[src/rtl/gfmc_pkg.sv]
package gfmc_pkg;

  localparam int          BYTES_PER_COL = 4;
  localparam int          COL_W         = 8 * BYTES_PER_COL;
  localparam logic [7:0]  REDUCE_LOW    = 8'h1B;

  typedef struct packed {
    logic [7:0] x8;
    logic [7:0] x4;
    logic [7:0] x2;
    logic [7:0] x1;
  } gfmc_mult_t;

  function automatic logic [7:0] gf_double(input logic [7:0] b);
    gf_double = {b[6:0], 1'b0} ^ (b[7] ? REDUCE_LOW : 8'h00);
  endfunction

  // coefficient at rotation distance k, built from doubled multiples
  function automatic logic [7:0] gf_term(input gfmc_mult_t m, input logic inv,
                                         input logic [1:0] k);
    logic [7:0] t;
    if (!inv) begin
      case (k)
        2'd0:    t = m.x2;               // 02
        2'd1:    t = m.x2 ^ m.x1;        // 03
        default: t = m.x1;               // 01
      endcase
    end else begin
      case (k)
        2'd0:    t = m.x8 ^ m.x4 ^ m.x2; // 0E
        2'd1:    t = m.x8 ^ m.x2 ^ m.x1; // 0B
        2'd2:    t = m.x8 ^ m.x4 ^ m.x1; // 0D
        default: t = m.x8 ^ m.x1;        // 09
      endcase
    end
    gf_term = t;
  endfunction

endpackage

[src/rtl/gfmc_mults.sv]
module gfmc_mults
  import gfmc_pkg::*;
(
  input  logic [7:0] b,
  output gfmc_mult_t m
);
  logic [7:0] d2, d4;

  assign d2   = gf_double(b);
  assign d4   = gf_double(d2);
  assign m.x1 = b;
  assign m.x2 = d2;
  assign m.x4 = d4;
  assign m.x8 = gf_double(d4);
endmodule

[src/rtl/gfmc_column.sv]
module gfmc_column
  import gfmc_pkg::*;
(
  input  logic             inv,
  input  logic [COL_W-1:0] col_in,
  output logic [COL_W-1:0] col_out
);
  gfmc_mult_t mult [BYTES_PER_COL];

  for (genvar j = 0; j < BYTES_PER_COL; j++) begin : g_mult
    gfmc_mults u_mults (
      .b (col_in[COL_W-1-8*j -: 8]),
      .m (mult[j])
    );
  end

  for (genvar i = 0; i < BYTES_PER_COL; i++) begin : g_row
    logic [7:0] acc;
    always_comb begin
      acc = 8'h00;
      for (int j = 0; j < BYTES_PER_COL; j++) begin
        acc = acc ^ gf_term(mult[j], inv, 2'(j - i));
      end
    end
    assign col_out[COL_W-1-8*i -: 8] = acc;
  end
endmodule

[src/rtl/gfmc_top.sv]
module gfmc_top
  import gfmc_pkg::*;
#(
  parameter int NCOL = 1
) (
  input  logic                  clk,
  input  logic                  rst_n,
  input  logic                  in_valid,
  output logic                  in_ready,
  input  logic                  in_inv,
  input  logic [COL_W*NCOL-1:0] in_col,
  output logic                  out_valid,
  input  logic                  out_ready,
  output logic [COL_W*NCOL-1:0] out_col
);
  localparam int DATA_W = COL_W * NCOL;

  logic [DATA_W-1:0] mixed;
  logic [DATA_W-1:0] hold_q;
  logic              valid_q;

  for (genvar c = 0; c < NCOL; c++) begin : g_col
    gfmc_column u_column (
      .inv     (in_inv),
      .col_in  (in_col[DATA_W-1-COL_W*c -: COL_W]),
      .col_out (mixed[DATA_W-1-COL_W*c -: COL_W])
    );
  end

  assign in_ready = !valid_q || out_ready;

  always_ff @(posedge clk or negedge rst_n) begin
    if (!rst_n) begin
      valid_q <= 1'b0;
      hold_q  <= '0;
    end else if (in_ready) begin
      valid_q <= in_valid;
      if (in_valid) hold_q <= mixed;
    end
  end

  assign out_valid = valid_q;
  assign out_col   = hold_q;
endmodule

[config.mk]
export PLATFORM = sky130hd
export DESIGN_NAME = gfmc_top
export DESIGN_NICKNAME = d
export VERILOG_FILES = /design/src/rtl/gfmc_pkg.sv /design/src/rtl/gfmc_mults.sv /design/src/rtl/gfmc_column.sv /design/src/rtl/gfmc_top.sv
export SDC_FILE = /design/constraint.sdc
export NUM_CORES = 1
export LEC_CHECK = 0
export ABC_AREA = 1
export BUFFER_PORTS_ARGS = -buffer_cell sky130_fd_sc_hd__buf_2
export CAP_MARGIN = 15
export CORE_MARGIN = 8
export CORE_UTILIZATION = 55
export CTS_BUF_LIST = sky130_fd_sc_hd__clkbuf_4 sky130_fd_sc_hd__clkbuf_8
export DETAILED_ROUTE_END_ITERATION = 7
export PLACE_DENSITY = 0.88
export SYNTH_ARGS = -nofsm -noshare
export SYNTH_HDL_FRONTEND = slang
export SYNTH_SLANG_ARGS = --single-unit
[constraint.sdc]
create_clock -name clk -period 1.17 [get_ports clk]
set_input_delay 0.1755 -clock clk [delete_from_list [all_inputs] [get_ports clk]]
set_output_delay 0.1755 -clock clk [all_outputs]
set_load 0.1 [all_outputs]
==> flow_summary.yaml, run 1 <==
placement:
  place_ws_ns: -0.582
  placed_area_sq_um: 7450
  numPortBuffers: 70
  gp_congestion: 1.03
  hpwl_mm: 16.3
clock_network:
  cts_root_buf: "clkbuf_8"
  cts_buffers: 5
  cts_sinks: 33
  htreeDepth: 2
  cts_buffer_depth: 2
yosys:
  muxShareOfSynthArea_pct: 0
  ys_top_cells_by_area: "nand2_1 26%, dfrtp_1 15%, xor2_1 13%"
  syn-num-nets: 959
  syn_area_per_cell_sq_um: 5.96
  synth_xor_area_share_pct: 21.8
  yosys.area.top_type: "nand2_1"
  synth_flop_cell: "dfrtp_1"
  synth_top_family_by_area: "simple AND/OR/NAND/NOR gates"
  yosys.area_share.simple_pct: 47.0
  synth_warnings: 0
  synth_top_area_share_pct: 26.3
  syn-cell-area_sq_um: 5500
  synth_edf_count: 0
  yosys.area_share.adder_pct: 0
  synth_seq_cells: 33
  synth_cell_type_count: 34
  synthCells: 922
  yosysSeqAreaShare_pct: 15.0
  async_reset_ff_share_pct: 100
  synth_compound_area_share_pct: 4.16
status:
  haltStage: "global routing"
  status: "aborted with a tool error"
  tool.error: "[ERROR DPL-0038] Utilization greater than 100%, impossible to legalize"
floorplan:
  pin_count: 71
  die_h_um: 116
  rows: 36
  start_util_pct: 56.5
  die_x_um: 116
timing:
  worstEndpointGrtRepair: "out_col[18]$_DFFE_PN0P_/D"
  worst_endpoint_kind: "sequential cell input"
global_route:
  grt_max_degree: 38
## stage by stage
stage          setup TNS (ns)  std cells  hold slack, ns  utilization (%)
2_1_floorplan           -8.72        922          -0.120                -
3_3_place_gp           -12.73       1228           0.219             76.5
4_1_cts                 -1.19       1251           0.235             88.9
3_5_place_dp           -15.17       1228           0.224             76.5
## synth_stat cells, drive strengths merged (4+ instances only)
cell type,count
nand4,4
nor2,8
clkbuf,4
dfrtp,33
nand3b,9
xor2,88
a21oi,14
inv,102
nand2,420
buf,33
o21ai,20
nand3,130
or2,6
xnor2,43
## kinds of logic after synthesis
logic type | after synthesis
buf+inv | 141
compound gates | 39
simple gates | 578
xor+xnor | 131
flops | 33
## timing repair
| item | CTS |
|---|---|
| pin swaps | 103 |
| cloned | 1 |
| hold buffers | 1 |
| setup endpoints to repair | 34 |
| hold endpoints to repair | 33 |
| resized for setup | 240 |
| buffers inserted | 13 |
==> inputs of run 2 (changes only) <==
--- a/config.mk
+++ b/config.mk
@@ -9,10 +9,9 @@
 export BUFFER_PORTS_ARGS = -buffer_cell sky130_fd_sc_hd__buf_2
 export CAP_MARGIN = 15
 export CORE_MARGIN = 8
-export CORE_UTILIZATION = 55
-export CTS_BUF_LIST = sky130_fd_sc_hd__clkbuf_4 sky130_fd_sc_hd__clkbuf_8
+export CORE_UTILIZATION = 40
 export DETAILED_ROUTE_END_ITERATION = 7
-export PLACE_DENSITY = 0.88
+export PLACE_DENSITY_LB_ADDON = 0.15
 export SYNTH_ARGS = -nofsm -noshare
 export SYNTH_HDL_FRONTEND = slang
 export SYNTH_SLANG_ARGS = --single-unit
==> constraint.sdc (replaced) <==
create_clock -name clk -period 1.5 [get_ports clk]
set_input_delay 0.225 -clock clk [delete_from_list [all_inputs] [get_ports clk]]
set_output_delay 0.225 -clock clk [all_outputs]
set_load 0.1 [all_outputs]
==> run 2 against run 1 <==
The run now ends clean; synthesized area stayed put; synthesized cell count unchanged.
==> flow_summary.yaml, run 2 <==
status:
  status: "completed"
global_route:
  grt_pass1_wl_mm: 28.6
  grt-ovfl-total: 0
  grt_pass1_vias: 5570
  grt_max_degree: 28
  grt_antenna_before_repair: 0
  grt_util_all_layers_pct: 20.0
clock_network:
  cts_tree: "done"
  cts_buffer_depth: 2
  htreeDepth: 2
  cts_root_buf: "clkbuf_16"
  cts_sinks: 33
  cts_buffers: 5
  cts.clk_slew.worst_paths_ns: 0.05
  clk_latency_ns: 0.28
min_path:
  holdPathEnd: "out_valid$_DFFE_PN0N_"
  hp-class: "in -> reg"
  holdPathStages: 4
  hp-start: "out_ready"
placement:
  gp_congestion: 0.920
  place_ws_ns: -0.272
  hpwl_mm: 15.7
  numPortBuffers: 70
yosys:
  yosys.area.top_type: "nand2_1"
  synth_cell_type_count: 34
  synth_warnings: 0
  yosys-top-cells-count: "386 x nand2_1, 118 x nand3_1, 81 x xor2_1, 72 x inv_1, 43 x xnor2_1"
  synth_seq_cells: 33
  synth_edf_count: 0
  ys_top_cells_by_area: "nand2_1 26%, dfrtp_1 15%, xor2_1 13%"
  yosysSeqAreaShare_pct: 15.0
  synthMostInstantiatedCell: "nand2_1"
  synth_flop_cell: "dfrtp_1"
  syn_area_per_cell_sq_um: 5.96
  synth_top_area_share_pct: 26.3
  syn-cell-area_sq_um: 5500
  synthCells: 922
  syn-num-nets: 959
  async_reset_ff_share_pct: 100
run:
  drv_cap: 0
finish:
  post-route-util_pct: 54.4
  antennaDiodeCount: 0
  largest_register_ffs: 32
  nFillCells: 1452
  layout_commonest_cell: "nand2_1"
  nets: 1149
  layout_common_cells: "357 x nand2_1, 144 x buf_4, 112 x nand3_1"
  syn_to_final_growth_pct: 35.1
  drive_gt1_share_pct: 32.6
floorplan:
  pin_count: 71
  die_area_sq_um: 17800
  core-area_sq_um: 13700
  die_x_um: 133
  die_h_um: 133
  start_util_pct: 40.2
  rows: 43
power_and_ir_drop:
  clkPwrFrac_pct: 13.9
  power.density_nw_per_um2: 1030
  pwr-share-comb_pct: 69.3
  power.leakage_nw: 4.19
  seq_power_share_pct: 16.8
  power.share.switching_pct: 56.9
  intPower_mw: 3.31
  vdd_drop_max_v: 0.000493
  p_sw_mw: 4.37
timing:
  hold_viol: 0
  fmax_mhz: 699
  worst_slew_pin_slew_ns: 0.494
  skew_ns: 0.00345
  maxSlewHeadroom_pct: 67.3
  final.setup.worst_slack_ns: 0.0695
  holdWs_ns: 0.278
  rsz0062_at_grt: "yes"
  drv_slew: 0
  timing.final.crit_share_pct: 95.4
  min_period_ns: 1.43
  setup_viol: 0
  tns_ns: 0
setup_path:
  r2r_cells: 6
  rr_startpoint: "out_valid$_DFFE_PN0N_"
  cp.required_ns: 1.67
  cp_max_fo: 6
  reg2reg_to: "out_col[22]$_DFFE_PN0P_"
  ff2ff_setup_slack_ns: 0.15
  start_kind: "input pin"
  setup.worst_path.end_class: "register"
  worstPathArrival_ns: 1.60
  crit_type: "in -> reg"
routing:
  viasPerCell: 4.70
  drt_iter0_markers: 285
  avgRoutedWirePerCell_um: 14.2
  drcViolationCount: 0
  finalWirelength_mm: 18.3
  final_antenna_net_count: 0
  vias: 6073
  dr.pass1.iters: 5
[run 2: worst max path at each step]
stage	start	end	slack, ns	depth (start not counted)
after floorplan	out_valid$_DFFE_PN0N_	out_col[0]$_DFFE_PN0P_	0.004	6
after global placement	in_col[30]	out_col[6]$_DFFE_PN0P_	-0.27	12
after detailed placement	in_col[30]	out_col[6]$_DFFE_PN0P_	-0.27	12
after CTS	in_col[30]	out_col[6]$_DFFE_PN0P_	0.01	12
after global routing	in_col[13]	out_col[19]$_DFFE_PN0P_	-0.04	14
final	in_col[22]	out_col[6]$_DFFE_PN0P_	0.07	10
[run 2: timing repair]
item	CTS	global route
resized for setup	0	65
endpoints found under the setup margin	0	22
hold buffers	1	0
setup buffers	0	2
hold endpoints to repair	15	0
[run 2: cell type report]
| cell class | instances | area [sq um] | area share, % |
|---|---|---|---|
| Timing Repair Buffer | 220 | 1600 | 21.5 |
| Tap cell | 180 | 225 | 3.03 |
| Clock buffer | 7 | 153 | 2.05 |
| Clock inverter | 1 | 5.00 | 0.0674 |
| Sequential cell | 33 | 830 | 11.2 |
| Multi-Input combinational cell | 748 | 4210 | 56.6 |
| Inverter | 104 | 415 | 5.59 |
[run 2: through the flow]
stage	cell area [sq um]	std cells	power, mW
after floorplan	5550	922	5.25
final	7430	1293	7.68
after CTS	7210	1291	7.60
after global routing	7430	1293	8.16
after detailed placement	7040	1282	6.51
after global placement	7040	1282	6.47
[run 2: metal layers]
| layer | up-vias | global-route usage, % | routed length (um) |
|---|---|---|---|
| met4 | 0 | 4.74 | 295 |
| met3 | 18 | 2.60 | 916 |
| met5 | - | 0 | 0 |
| met2 | 163 | 32.4 | 8080 |
| met1 | 2673 | 27.6 | 9010 |
| li1 | 3219 | - | - |
[run 2: kinds of logic (layout without fill, tap and decap cells)]
| kind of cell | Yosys count | after routing | synth area share, % |
|---|---|---|---|
| compound gates | 39 | 39 | 4.16 |
| xor+xnor | 131 | 131 | 21.8 |
| simple gates | 578 | 578 | 47.0 |
| flops | 33 | 33 | 15.0 |
| buf+inv | 141 | 332 | 12.0 |
[run 2: power by group through the flow]
stage	logic, mW	registers [mW]	clock network (mW)
2_1_floorplan	2.04	3.22	0
3_3_place_gp	5.18	1.29	0
3_5_place_dp	5.22	1.30	0
4_1_cts	5.23	1.29	1.09
5_1_grt	5.72	1.32	1.13
6_report	5.33	1.29	1.07
[run 2: critical path, cell delays in order]
cell and delay [ns]:
buf_2 0.16, buf_4 0.18, xnor2_1 0.24, xor2_2 0.27
xor2_1 0.18, nand2_1 0.09, nand2_1 0.07, nand2_1 0.05
nand3_1 0.09, nand2_1 0.05
Power figures use the tool's default switching activity.
